**src/rtl/qdec_pkg.sv**
```systemverilog
package qdec_pkg;

    localparam int ADDR_W = 3;

    localparam logic [ADDR_W-1:0] ADR_CTRL  = 3'd0;
    localparam logic [ADDR_W-1:0] ADR_LOW   = 3'd1;
    localparam logic [ADDR_W-1:0] ADR_HIGH  = 3'd2;
    localparam logic [ADDR_W-1:0] ADR_CMD   = 3'd3;
    localparam logic [ADDR_W-1:0] ADR_COUNT = 3'd4;

    // control word bit positions
    localparam int CB_MODE  = 0;
    localparam int CB_INV   = 1;   // A at 1, B at 2
    localparam int CB_FEN   = 3;   // A at 3, B at 4
    localparam int CB_FVAL  = 8;   // A field first, B field after it

    typedef enum logic [1:0] {
        STEP_NONE = 2'd0,
        STEP_UP   = 2'd1,
        STEP_DOWN = 2'd2
    } step_e;

    typedef struct packed {
        logic top;
        logic ovf;
        logic dir;
    } qdec_stat_t;

    // Gray-order step between two {a,b} samples
    function automatic step_e phase_step(input logic [1:0] prev, input logic [1:0] cur);
        step_e s;
        case ({prev, cur})
            4'b00_10, 4'b10_11, 4'b11_01, 4'b01_00: s = STEP_UP;
            4'b00_01, 4'b01_11, 4'b11_10, 4'b10_00: s = STEP_DOWN;
            default:                                 s = STEP_NONE;
        endcase
        return s;
    endfunction

endpackage

```
**src/rtl/qdec_filter.sv**
```systemverilog
module qdec_filter #(
    parameter int FILT_W = 4
) (
    input  logic              clk,
    input  logic              rst,
    input  logic              pin_i,
    input  logic              inv_i,
    input  logic              en_i,
    input  logic [FILT_W-1:0] len_i,
    output logic              lvl_o
);
    localparam logic [FILT_W-1:0] ONE = FILT_W'(1);

    logic [1:0]        sync_q;
    logic [FILT_W-1:0] run_q;
    logic              smp;
    logic              bypass;

    assign smp    = sync_q[1] ^ inv_i;
    assign bypass = !en_i || (len_i == '0);

    always_ff @(posedge clk) begin
        if (rst) begin
            sync_q <= '0;
            run_q  <= '0;
            lvl_o  <= 1'b0;
        end else begin
            sync_q <= {sync_q[0], pin_i};
            if (smp == lvl_o) begin
                run_q <= '0;
            end else if (bypass || run_q == (len_i - ONE)) begin
                lvl_o <= smp;
                run_q <= '0;
            end else begin
                run_q <= run_q + ONE;
            end
        end
    end
endmodule

```
**src/rtl/qdec_decode.sv**
```systemverilog
module qdec_decode
    import qdec_pkg::*;
(
    input  logic  clk,
    input  logic  rst,
    input  logic  strobe_mode_i,
    input  logic  a_i,
    input  logic  b_i,
    output step_e step_o
);
    logic [1:0] prev_q;

    always_ff @(posedge clk) begin
        if (rst) prev_q <= 2'b00;
        else     prev_q <= {a_i, b_i};
    end

    always_comb begin
        if (strobe_mode_i) begin
            if (a_i && !prev_q[1]) step_o = b_i ? STEP_UP : STEP_DOWN;
            else                   step_o = STEP_NONE;
        end else begin
            step_o = phase_step(prev_q, {a_i, b_i});
        end
    end
endmodule

```
**src/rtl/qdec_counter.sv**
```systemverilog
module qdec_counter
    import qdec_pkg::*;
#(
    parameter int CNT_W = 16
) (
    input  logic             clk,
    input  logic             rst,
    input  step_e            step_i,
    input  logic             clr_cnt_i,
    input  logic             clr_ovf_i,
    input  logic [CNT_W-1:0] lo_i,
    input  logic [CNT_W-1:0] hi_i,
    output logic [CNT_W-1:0] count_o,
    output qdec_stat_t       stat_o
);
    localparam logic [CNT_W-1:0] ONE = CNT_W'(1);

    always_ff @(posedge clk) begin
        if (rst) begin
            count_o <= '0;
            stat_o  <= '0;
        end else begin
            if (clr_ovf_i) stat_o.ovf <= 1'b0;
            if (clr_cnt_i) begin
                count_o <= lo_i;
            end else if (step_i == STEP_UP) begin
                stat_o.dir <= 1'b1;
                if (count_o == hi_i) begin
                    count_o    <= lo_i;
                    stat_o.ovf <= 1'b1;
                    stat_o.top <= 1'b1;
                end else begin
                    count_o <= count_o + ONE;
                end
            end else if (step_i == STEP_DOWN) begin
                stat_o.dir <= 1'b0;
                if (count_o == lo_i) begin
                    count_o    <= hi_i;
                    stat_o.ovf <= 1'b1;
                    stat_o.top <= 1'b0;
                end else begin
                    count_o <= count_o - ONE;
                end
            end
        end
    end
endmodule

```
**src/rtl/qdec_top.sv**
```systemverilog
module qdec_top
    import qdec_pkg::*;
#(
    parameter int CNT_W  = 16,
    parameter int FILT_W = 4
) (
    input  logic              clk,
    input  logic              rst,
    input  logic              enc_a_i,
    input  logic              enc_b_i,
    input  logic              wr_en_i,
    input  logic [ADDR_W-1:0] addr_i,
    input  logic [CNT_W-1:0]  wr_data_i,
    output logic [CNT_W-1:0]  rd_data_o,
    output logic [CNT_W-1:0]  count_o,
    output logic              dir_o,
    output logic              ovf_o,
    output logic              ovf_top_o
);
    localparam int NUM_IN = 2;
    localparam logic [CNT_W-1:0] CTRL_MASK =
        CNT_W'((64'd1 << (CB_FVAL + NUM_IN * FILT_W)) - 64'd1) & ~CNT_W'(32'hE0);

    logic [CNT_W-1:0]  ctrl_q, lo_q, hi_q;
    logic              clr_cnt, clr_ovf;
    logic [NUM_IN-1:0] pin_w, lvl_w;
    step_e             step_w;
    qdec_stat_t        stat_w;

    assign clr_cnt = wr_en_i && (addr_i == ADR_CMD) && wr_data_i[0];
    assign clr_ovf = wr_en_i && (addr_i == ADR_CMD) && wr_data_i[1];

    always_ff @(posedge clk) begin
        if (rst) begin
            ctrl_q <= '0;
            lo_q   <= '0;
            hi_q   <= '1;
        end else if (wr_en_i) begin
            case (addr_i)
                ADR_CTRL: ctrl_q <= wr_data_i & CTRL_MASK;
                ADR_LOW:  lo_q   <= wr_data_i;
                ADR_HIGH: hi_q   <= wr_data_i;
                default:  ;
            endcase
        end
    end

    // index 1 = A, index 0 = B
    assign pin_w = {enc_a_i, enc_b_i};

    for (genvar gi = 0; gi < NUM_IN; gi++) begin : g_in
        localparam int SEL = NUM_IN - 1 - gi;   // 0 for A, 1 for B in the control word
        qdec_filter #(.FILT_W(FILT_W)) u_filt (
            .clk   (clk),
            .rst   (rst),
            .pin_i (pin_w[gi]),
            .inv_i (ctrl_q[CB_INV + SEL]),
            .en_i  (ctrl_q[CB_FEN + SEL]),
            .len_i (ctrl_q[CB_FVAL + SEL*FILT_W +: FILT_W]),
            .lvl_o (lvl_w[gi])
        );
    end

    qdec_decode u_dec (
        .clk           (clk),
        .rst           (rst),
        .strobe_mode_i (ctrl_q[CB_MODE]),
        .a_i           (lvl_w[1]),
        .b_i           (lvl_w[0]),
        .step_o        (step_w)
    );

    qdec_counter #(.CNT_W(CNT_W)) u_cnt (
        .clk       (clk),
        .rst       (rst),
        .step_i    (step_w),
        .clr_cnt_i (clr_cnt),
        .clr_ovf_i (clr_ovf),
        .lo_i      (lo_q),
        .hi_i      (hi_q),
        .count_o   (count_o),
        .stat_o    (stat_w)
    );

    assign dir_o     = stat_w.dir;
    assign ovf_o     = stat_w.ovf;
    assign ovf_top_o = stat_w.top;

    always_comb begin
        case (addr_i)
            ADR_CTRL:  rd_data_o = ctrl_q;
            ADR_LOW:   rd_data_o = lo_q;
            ADR_HIGH:  rd_data_o = hi_q;
            ADR_CMD:   rd_data_o = CNT_W'(stat_w);
            ADR_COUNT: rd_data_o = count_o;
            default:   rd_data_o = '0;
        endcase
    end
endmodule

```
**config.mk**
```make
export PLATFORM = sky130hd
export DESIGN_NAME = qdec_top
export DESIGN_NICKNAME = d
export VERILOG_FILES = /design/src/rtl/qdec_pkg.sv /design/src/rtl/qdec_filter.sv /design/src/rtl/qdec_decode.sv /design/src/rtl/qdec_counter.sv /design/src/rtl/qdec_top.sv
export SDC_FILE = /design/constraint.sdc
export NUM_CORES = 1
export LEC_CHECK = 0
export ABC_AREA = 1
export BUFFER_PORTS_ARGS = -buffer_cell sky130_fd_sc_hd__buf_4
export CAP_MARGIN = 25
export CORE_MARGIN = 3
export CORE_UTILIZATION = 25
export CTS_CLUSTER_SIZE = 30
export DETAILED_ROUTE_END_ITERATION = 10
export PLACE_DENSITY = 0.45
export SYNTH_ARGS = -nofsm -noshare
export SYNTH_HDL_FRONTEND = slang
export SYNTH_SLANG_ARGS = --single-unit
```
**constraint.sdc**
```tcl
create_clock -name clk -period 2.3 [get_ports clk]
set_input_delay 0.46 -clock clk [delete_from_list [all_inputs] [get_ports clk]]
set_output_delay 0.46 -clock clk [all_outputs]
set_load 0.02 [all_outputs]
```
# [Word-level counts from Yosys, hierarchy flattened]
# Memory sizes are Yosys's and may differ from the RTL's.
# Index checks and enable logic that the tools add are counted.
[op_classes] addsub=6 n_eq_ne=13 mux=15 bitwise_logic=5 reduce_logical=26
[op_table] op="two-way mux 16 bit" n=5
[op_table] op="case mux 16 bit (5 select lines)" n=1
[op_table] op="== test 16 bit" n=2
[op_table] op="adder 16 x 1 -> 16 bit (second input constant)" n=1
[op_table] op="subtractor 16 x 1 -> 16 bit (second input constant)" n=1
[op_table] op="two-way mux 2 bit" n=6
[op_table] op="AND reduction 2 bit" n=6
[op_table] op="adder 4 x 1 -> 4 bit (second input constant)" n=2
[op_table] op="== test 4 bit" n=2
[op_table] op="zero test 4 bit" n=2
[op_table] op="subtractor 4 x 1 -> 4 bit (second input constant)" n=2
[op_table] op="== test 3 x 2 -> 1 bit (second input constant)" n=2
[op_table] op="two-way mux 3 bit" n=2
[op_table] op="OR reduction 3 bit" n=2
[op_table] op="logical AND 1 bit" n=4
[op_table] op="logical OR 1 bit" n=4
[op_table] op="AND reduction 4 bit" n=1
[op_table] op="nonzero test 2 bit" n=2
[op_table] op="== test 3 x 1 -> 1 bit (second input constant)" n=1
[op_table] op="== test 3 bit (second input constant)" n=1
[op_table] op="zero test 1 bit" n=3
[op_table] op="zero test 3 bit" n=1
[op_table] op="inverter 1 bit" n=3
[op_table] op="nonzero test 3 bit" n=1
[op_table] op="6 further kinds" n=8
[word_totals] register_bits=80 mem_bits_ro=32 in_bits=24 output_inout_bits=35 word_cells=80 n_memories=1
[mem_list] name="(no name shown)" depth=16 word_bits=2 read_ports=1 rd_clocked_by_memory_dff=0 wr=0 line_no="qdec_pkg.sv:32" rtl="case ({prev, cur})"

# [Longest topological paths before layout]
# Gate-level depths: netlist (run 1).
[logic_depth] depth_word=8 mapped_depth=17 ltp_nobuf=16

# [Cells and area by module]
# From an unflattened synthesis (run 1), not the netlist that was laid out.
[hier_totals] hier_cells=1051 hier_area_um2=6079.6
[by_module_without_submodules] module="qdec_counter" n_inst=1 cells_each=524 area_per_inst_um2=2720.1 seq_area_each_um2=380.4
[by_module_without_submodules] module="qdec_top" n_inst=1 cells_each=387 area_per_inst_um2=2444.8 seq_area_each_um2=900.9
[by_module_without_submodules] module="qdec_filter" n_inst=2 cells_each=59 area_per_inst_um2=392.9 seq_area_each_um2=140.1
[by_module_without_submodules] module="qdec_decode" n_inst=1 cells_each=22 area_per_inst_um2=128.9 seq_area_each_um2=40.0

# [Least setup slack after synthesis (run 1)]
# OpenSTA, ideal clock, no wires.
[synth_timing] path_type="reg-to-reg" startpoint="register g_in[0].u_filt.lvl_o" endpoint="register u_cnt.count_o[15]" arrival_ns=1.834 slack_ns=0.333 stages_incl_launch_ff=14 synth_period_minus_slack_ns=1.967 path_cell_list="dfxtp_1 > inv_1 > o21ai_0 > a21oi_1 > a32oi_1 > inv_1 > ha_1 > inv_1 > nand2_1 > nor2_1 > clkbuf_1 > a21oi_1 > nand2_1 > a21oi_1"
[synth_between] elab_chain_len=6
[synth_lines] item="start: declaration" line_no="qdec_filter.sv:10" rtl="output logic lvl_o"
[synth_lines] item="start signal: assignment" line_no="qdec_filter.sv:32" rtl="lvl_o <= smp;"
[synth_lines] item="branches (longest 2 deep; another with memory (16 x 2 bit))"
[synth_lines] item="two-way mux 2 bit *" line_no="qdec_decode.sv:19" rtl="if (strobe_mode_i) begin"
[synth_lines] item="== test 2 x 1 -> 1 bit" line_no="qdec_counter.sv:26" rtl="end else if (step_i == STEP_UP) begin"
[synth_lines] item="two-way mux 16 bit" line_no="qdec_counter.sv:26"
[synth_lines] item="two-way mux 16 bit" line_no="qdec_counter.sv:24" rtl="if (clr_cnt_i) begin"
[synth_lines] item="end signal: assignment" line_no="qdec_counter.sv:25" rtl="count_o <= lo_i;"
[synth_lines] item="end signal: assignment" line_no="qdec_counter.sv:29" rtl="count_o <= lo_i;"
[synth_lines] item="end signal: assignment" line_no="qdec_counter.sv:33" rtl="count_o <= count_o + ONE;"
[synth_lines] item="end: declaration" line_no="qdec_counter.sv:13" rtl="output logic [CNT_W-1:0] count_o,"
# Mark *: on every way between the ends.
# A chain may end at the register's enable or synchronous reset.

# [Final worst setup path (run 1)]
[layout_timing] startpoint="input port addr_i[1]" endpoint="output port rd_data_o[9]"
[layout_between] elab_chain_len=2
[layout_lines] item="start: declaration" line_no="qdec_top.sv:12" rtl="input logic [ADDR_W-1:0] addr_i,"
[layout_lines] item="== test 3 bit, or another cell as far along" line_no="qdec_top.sv:90" rtl="case (addr_i)"
[layout_lines] item="case mux 16 bit (5 select lines) *" line_no="qdec_top.sv:90"
[layout_lines] item="end: declaration" line_no="qdec_top.sv:14" rtl="output logic [CNT_W-1:0] rd_data_o,"
# Every way passes the cells marked *; elsewhere a longest branch is shown, timed or not.

==> summary.txt, run 1 <==
Outcome
  • Outcome: completed

Clock tree
  • Clk sinks: 80
  • CTS Hold Bufs: 0
  • Clk Tree Root Cell: clkbuf_16
  • H-tree depth: 3
  • CTS tree: yes
  • Longest Clk Path Bufs: 2
  • Worst-Skew Late Latency: 0.35 ns
  • Inserted Clock Buffers: 9
  • Clock-pin slew on the worst setup and hold paths: 0.06 ns

Floorplanning
  • CORE AREA: 0.0205 mm2
  • I/O pin count: 59
  • Die Height: 151 um
  • Row count: 52
  • Die width: 151 um
  • Die ar.: 0.0229 mm2
  • Starting Density: 0.258

Timing
  • Final setup viols: 0
  • Max Clock Freq: 449 MHz
  • Setup TNS: 0 ns
  • Slew margin rel.: 0.623
  • Final slew viol count: 0
  • Hold Violations, Final: 0
  • Period utilisation layout: 0.968
  • Clock skew: 0.0111 ns
  • Min Clock Period, post-route: 2.23 ns
  • Worst-Margin Slew: 0.564 ns

Routing
  • Drt initial violations: 327
  • DRT Pass-1 Iters: 5
  • DRC: 0
  • Vias: 5,758
  • Post-route ant nets: 0
  • Wire per inst: 17.0 um
  • Vias per inst: 4.76
  • Post-Route WL: 20,500 um

Synthesis
  • Synth Net Count: 886
  • Synth Register Bits: 80
  • Post-synth EDFFs: 0
  • Post-Synthesis Cells: 854
  • Syn Area/Cell: 6.18 um2
  • Warnings from Yosys: 0
  • Top cells by area, synth: dfxtp_1 (30%), nand2_1 (20%), inv_1 (6.1%)
  • Async set-reset flop share out of synthesis: 0
  • Cell variety after synth: 36
  • Top_reg_cell synth: dfxtp_1
  • Synth cell count leaders: nand2_1 (278), inv_1 (86), dfxtp_1 (80)
  • Share of the synthesized area in the top cell type: 0.303
  • Seq/Total Area, Yosys: 0.303
  • Area leader, netlist: dfxtp_1
  • Mapped cell area: 0.00528 mm2
  • Most numerous cell in the Yosys netlist: nand2_1

Min path
  • Worst Hold Class: in -> reg

Power and ir drop
  • Worst ir drop on vdd: 0.392 mV
  • Leakage: 0.00299 uW
  • Overall power: 5160 uW
  • PwrDens: 784 mW/mm2

Worst setup path
  • CP Cell Sequence: buf_4, nor2_1, nand2_1, inv_1, buf_4, nand2_1, o2111ai_1, buf_4
  • CP delay by family, top: buffers and inverters
  • Worst path bufs/invs: 4
  • Peak per-stage delay on the critical path: 0.25 ns
  • Critical path launch point type: input port
  • Critical Path RT: 1.84 ns
  • WP data arrival: 1.77 ns
  • Most frequent CP cell: buf_4
  • Crit path max fanout: 10
  • Worst setup EP type: output pin
  • Crit Path Category: in -> out
  • Worst path slowest cell: nand2_1

Cells and area
  • Cell area after layout: 0.00659 mm2
  • Ant. Diodes: 0
  • Util after Layout: 0.321
  • Final net count: 968
  • Layout area overhead: 24.8%
  • Share of cells above drive strength 1: 0.178

Global route
  • Grt met1 use: 0.249
  • Total global routing overflow: 0
  • Antenna violations before repair: 0
  • GRT Total Usage: 0.181
  • First-pass GRT wire length: 31,300 um
  • Largest net degree at the start of global routing: 46
  • Vias in the first global route: 5,483
  • Most Crowded Layer GR: met2
  • Grt met2 use: 0.300
  • Met3 GRT Util: 0.0263

Placement
  • Placed Area: 0.00625 mm2
  • Post-detail-place hpwl: 15,700 um
  • GP Congestion: 0.834
  • Port Buf Inserts: 58

Job
  • Number of max-cap violations: 0
-- cell families (layout without fill, tap and decap cells) --
kind of cell,after synthesis,after routing,share of synthesized area
buf+inv,141,226,0.110
fa+ha+maj,8,8,0.0190
xor+xnor,30,30,0.0498
flops,80,80,0.303
simple gates,445,445,0.351
compound gates,150,150,0.167
-- repair_timing --
| item | CTS | global route |
|---|---|---|
| buffers inserted | 0 | 2 |
| gates resized for setup | 0 | 19 |
| endpoints found under the setup margin | 0 | 15 |
-- power breakdown --
group / total [uW] / switching [uW] / internal, uW
logic: 2110 / 1310 / 800
clock network: 1450 / 627 / 827
registers: 1600 / 128 / 1480
-- tightest hold or removal path, cell delays in order --
cell and delay, ns:
buf_4 0.08, inv_1 0.03, nor2_1 0.06
-- metrics by stage --
step	instances	worst slack, ns	hold WS, ns
2_1_floorplan	854	0.333	0.388
3_3_place_gp	1190	0.0874	0.403
3_5_place_dp	1190	0.0940	0.401
4_1_cts	1204	0.0891	0.306
5_1_grt	1209	-0.0108	0.317
6_report	1209	0.0732	0.309
-- layout make-up --
class                      count  area, um2
clock buffer                  10        229
multi-input combinational    633       3120
clock inverter                 4       47.5
timing repair inverter         3       17.5
fill                        2316      13900
timing repair buffer         109        843
inverter                     100        383
sequential                    80       1610
tap                          270        338
-- routing by layer --
layer | vias up | share of wire
met4 | 0 | 0.013
met2 | 146 | 0.47
met5 | - | 0
met1 | 2676 | 0.47
li1 | 2918 | -
met3 | 18 | 0.048
-- cells in the final DEF, fill, tap and decap left out, drive strengths merged --
cell      netlist  routed
a21o            1       1
a21oi          55      55
a221oi          2       2
a22oi           1       1
a32oi           1       1
a41oi           1       1
buf            18     109
bufinv          0       1
clkbuf         23      10
clkinv          0       2
clkinvlp        0       6
dfxtp          80      80
ha              8       8
inv           100      98
nand2         284     284
nand3          57      57
nand3b          1       1
nand4          14      14
nor2           84      84
nor3            2       2
nor4            1       1
o2111ai        10      10
o211ai         17      17
o21ai          56      56
o221ai          4       4
o22ai           2       2
or2             2       2
xnor2          10      10
xor2           20      20
-- registers in the layout (all words and copies together), names as in the netlist, 3 cells and up --
name	count
ctrl_q	13
u_cnt.count_o	16
g_in.u_filt.sync_q	4
hi_q	16
u_cnt.stat_o	3
lo_q	16
g_in.u_filt.run_q	8
-- path summary, 6_finish.rpt --
path / cells after the start / slack [ns] / to / from
min: 3 / 0.31 / g_in[1].u_filt.sync_q[0]$_SDFF_PP0_ / enc_a_i
max: 8 / 0.07 / rd_data_o[9] / addr_i[1]
max reg2reg: 13 / 0.16 / u_cnt.count_o[9]$_SDFFE_PP0P_ / g_in[0].u_filt.lvl_o$_SDFFE_PP0P_
min reg2reg: 2 / 0.41 / g_in[1].u_filt.sync_q[1]$_SDFF_PP0_ / g_in[1].u_filt.sync_q[0]$_SDFF_PP0_
Power figures use the tool's default switching activity.
==> run 2: changes to the inputs <==
--- a/config.mk
+++ b/config.mk
@@ -9,10 +9,11 @@
 export BUFFER_PORTS_ARGS = -buffer_cell sky130_fd_sc_hd__buf_4
 export CAP_MARGIN = 25
 export CORE_MARGIN = 3
-export CORE_UTILIZATION = 25
+export CORE_UTILIZATION = 59
 export CTS_CLUSTER_SIZE = 30
 export DETAILED_ROUTE_END_ITERATION = 10
-export PLACE_DENSITY = 0.45
+export PLACE_DENSITY = 0.84
+export REMOVE_ABC_BUFFERS = 1
 export SYNTH_ARGS = -nofsm -noshare
 export SYNTH_HDL_FRONTEND = slang
 export SYNTH_SLANG_ARGS = --single-unit
==> summary.txt, run 2 (synthesized netlist as in run 1, its figures left out) <==
Placement
  • Post-detail-place hpwl: 13,400 um (-15%)
  • Port Buf Inserts: 58 (unchanged)
  • Placed Area: 0.00599 mm2 (-4.1%)
  • GP Congestion: 1.02 (+22%)

Routing
  • DRT Pass-1 Iters: 5 (unchanged)
  • Wire per inst: 17.3 um (+1.6%)
  • Vias per inst: 5.82 (+22%)
  • Post-Route WL: 17,900 um (-13%)
  • DRC: 0 (unchanged)
  • Drt initial violations: 644 (+97%)
  • Vias: 6,034 (+4.8%)
  • Post-route ant nets: 0 (unchanged)

Timing
  • Setup TNS: 0 ns (unchanged)
  • Final slew viol count: 0 (unchanged)
  • Slew margin rel.: 0.667 (+0.0434)
  • Min Clock Period, post-route: 2.15 ns (-0.0741 ns)
  • Clock skew: 0.0137 ns (+0.00262 ns)
  • Worst-Margin Slew: 0.499 ns (-0.0651 ns)
  • Period utilisation layout: 0.936 (-0.0322)
  • Hold Violations, Final: 0 (unchanged)
  • Max Clock Freq: 465 MHz (+3.4%)
  • Hold slack: 0.291 ns (-0.0182 ns)
  • Final setup viols: 0 (unchanged)

Cells and area
  • Biggest regs: hi_q (16), lo_q (16), u_cnt.count_o (16)
  • Fillers: 706 (-70%)
  • Util after Layout: 0.735 (+0.414)
  • Ant. Diodes: 0 (unchanged)
  • Share of cells above drive strength 1: 0.169 (-0.00921)
  • Final net count: 958 (-1.0%)
  • Most frequent cells in the layout: nand2_1 (276), buf_4 (100), inv_1 (85)
  • Layout area overhead: 17.9%
  • Cell area after layout: 0.00622 mm2 (-5.5%)
  • Commonest non-fill, non-tap cell in the layout: nand2_1

Worst setup path
  • WP data arrival: 2.46 ns (+0.69 ns)
  • CP Cell Sequence: inv_2, nand2_1, nand2_1, nor2_1, nand2_1, nor2_1, nand2_1, buf_4, nand3_1, nand3_1, nand2_1, nand2_1, a21oi_1
  • Critical path launch point type: flop
  • Worst path bufs/invs: 2 (-2)
  • Peak per-stage delay on the critical path: 0.51 ns (+0.26 ns)
  • Critical Path RT: 2.60 ns (+0.76 ns)
  • Crit path max fanout: 7 (-3)
  • CP delay by family, top: simple AND/OR/NAND/NOR gates
  • Worst path slowest cell: dfxtp_1
  • Most frequent CP cell: nand2_1
  • Crit Path Category: reg -> reg
  • Worst setup EP type: flop

Clock tree
  • Clk Tree Root Cell: clkbuf_8
  • H-tree depth: 3 (unchanged)
  • Clk sinks: 80 (unchanged)
  • Worst-Skew Late Latency: 0.37 ns (+0.02 ns)
  • Longest Clk Path Bufs: 2 (unchanged)
  • Clock-pin slew on the worst setup and hold paths: 0.10 ns (+0.04 ns)
  • CTS Hold Bufs: 0 (unchanged)
  • CTS tree: yes
  • Inserted Clock Buffers: 9 (unchanged)

Global route
  • Total global routing overflow: 0 (unchanged)
  • Grt met1 use: 0.486 (+0.237)
  • GRT Total Usage: 0.356 (+0.176)
  • Antenna violations before repair: 0 (unchanged)
  • Grt met2 use: 0.568 (+0.268)
  • Met3 GRT Util: 0.0561 (+0.0297)
  • Largest net degree at the start of global routing: 38 (-17%)
  • Most Crowded Layer GR: met2
  • Vias in the first global route: 5,643 (+2.9%)
  • First-pass GRT wire length: 28,400 um (-9.2%)

Floorplanning
  • Die ar.: 0.0101 mm2 (-56%)
  • CORE AREA: 0.00846 mm2 (-59%)
  • I/O pin count: 59 (unchanged)
  • Row count: 33 (-37%)
  • Die Height: 101 um (-34%)
  • Starting Density: 0.624 (+0.366)
  • Die width: 101 um (-34%)

Power and ir drop
  • PwrDens: 766 mW/mm2 (-2.3%)
  • Worst ir drop on vdd: 0.527 mV (+34%)
  • Leakage: 0.00293 uW (-2.2%)
  • Overall power: 4770 uW (-7.7%)

Job
  • Number of max-cap violations: 0 (unchanged)

Min path
  • Worst Hold Class: in -> reg

Outcome
  • Outcome: completed
## run 2: changes by cell type in the layout (fill, tap and decap cells not counted), moves of 4 or more
cell,previous run,this run
buf_4,107,100
o21ai_1,8,4
clkbuf_16,9,0
clkbuf_8,0,9
o21ai_0,48,52
## run 2: stage by stage
stage	setup WS, ns	instances
floorplan	-0.423	813
global placement	0.130	1020
detailed placement	-0.0139	1020
CTS	0.0323	1036
global route	-0.0225	1036
finish	0.147	1036
## run 2: final timing paths
check	endpoint	slack, ns	start	cells past startpoint
worst max-delay path	u_cnt.count_o[7]$_SDFFE_PP0P_	0.15	u_cnt.count_o[0]$_SDFFE_PP0P_	13
worst max register to register	u_cnt.count_o[7]$_SDFFE_PP0P_	0.15	u_cnt.count_o[0]$_SDFFE_PP0P_	13
worst min register to register	g_in[0].u_filt.sync_q[1]$_SDFF_PP0_	0.42	g_in[0].u_filt.sync_q[0]$_SDFF_PP0_	2
worst min-delay path	g_in[0].u_filt.sync_q[0]$_SDFF_PP0_	0.29	enc_b_i	3
## run 2: metal layers
layer / wire [um] / share of wire
met1: 7390 / 0.41
met2: 8080 / 0.45
met3: 1790 / 0.10
met4: 609 / 0.034
met5: 0 / 0
## run 2: area by class of cell
cell class                 instances  area [um2]  area share
inverter                         100         375      0.0603
sequential                        80        1600       0.258
clock buffer                       9         124      0.0199
clock inverter                     7        78.8      0.0127
multi-input combinational        633        3130       0.503
timing repair buffer             102         782       0.126
tap                              105         131      0.0211
## run 2: repair_timing
action                     4_1_cts  5_1_grt
pin swaps                        0        1
resized for setup                1       11
buffers inserted                 0        0
setup endpoints to repair        9       17
## run 2: worst register-to-register path: cells and delay by family, from the launching register on
kind	cells	cell delay, ns
flops	1	0.51
buf+inv	2	0.35
compound gates	1	0.11
simple gates	10	1.12
## run 2: report_power, final
group          switching, uW  internal (uW)
clock                    610            515
sequential               122           1470
combinational           1280            770
total                   2010           2760
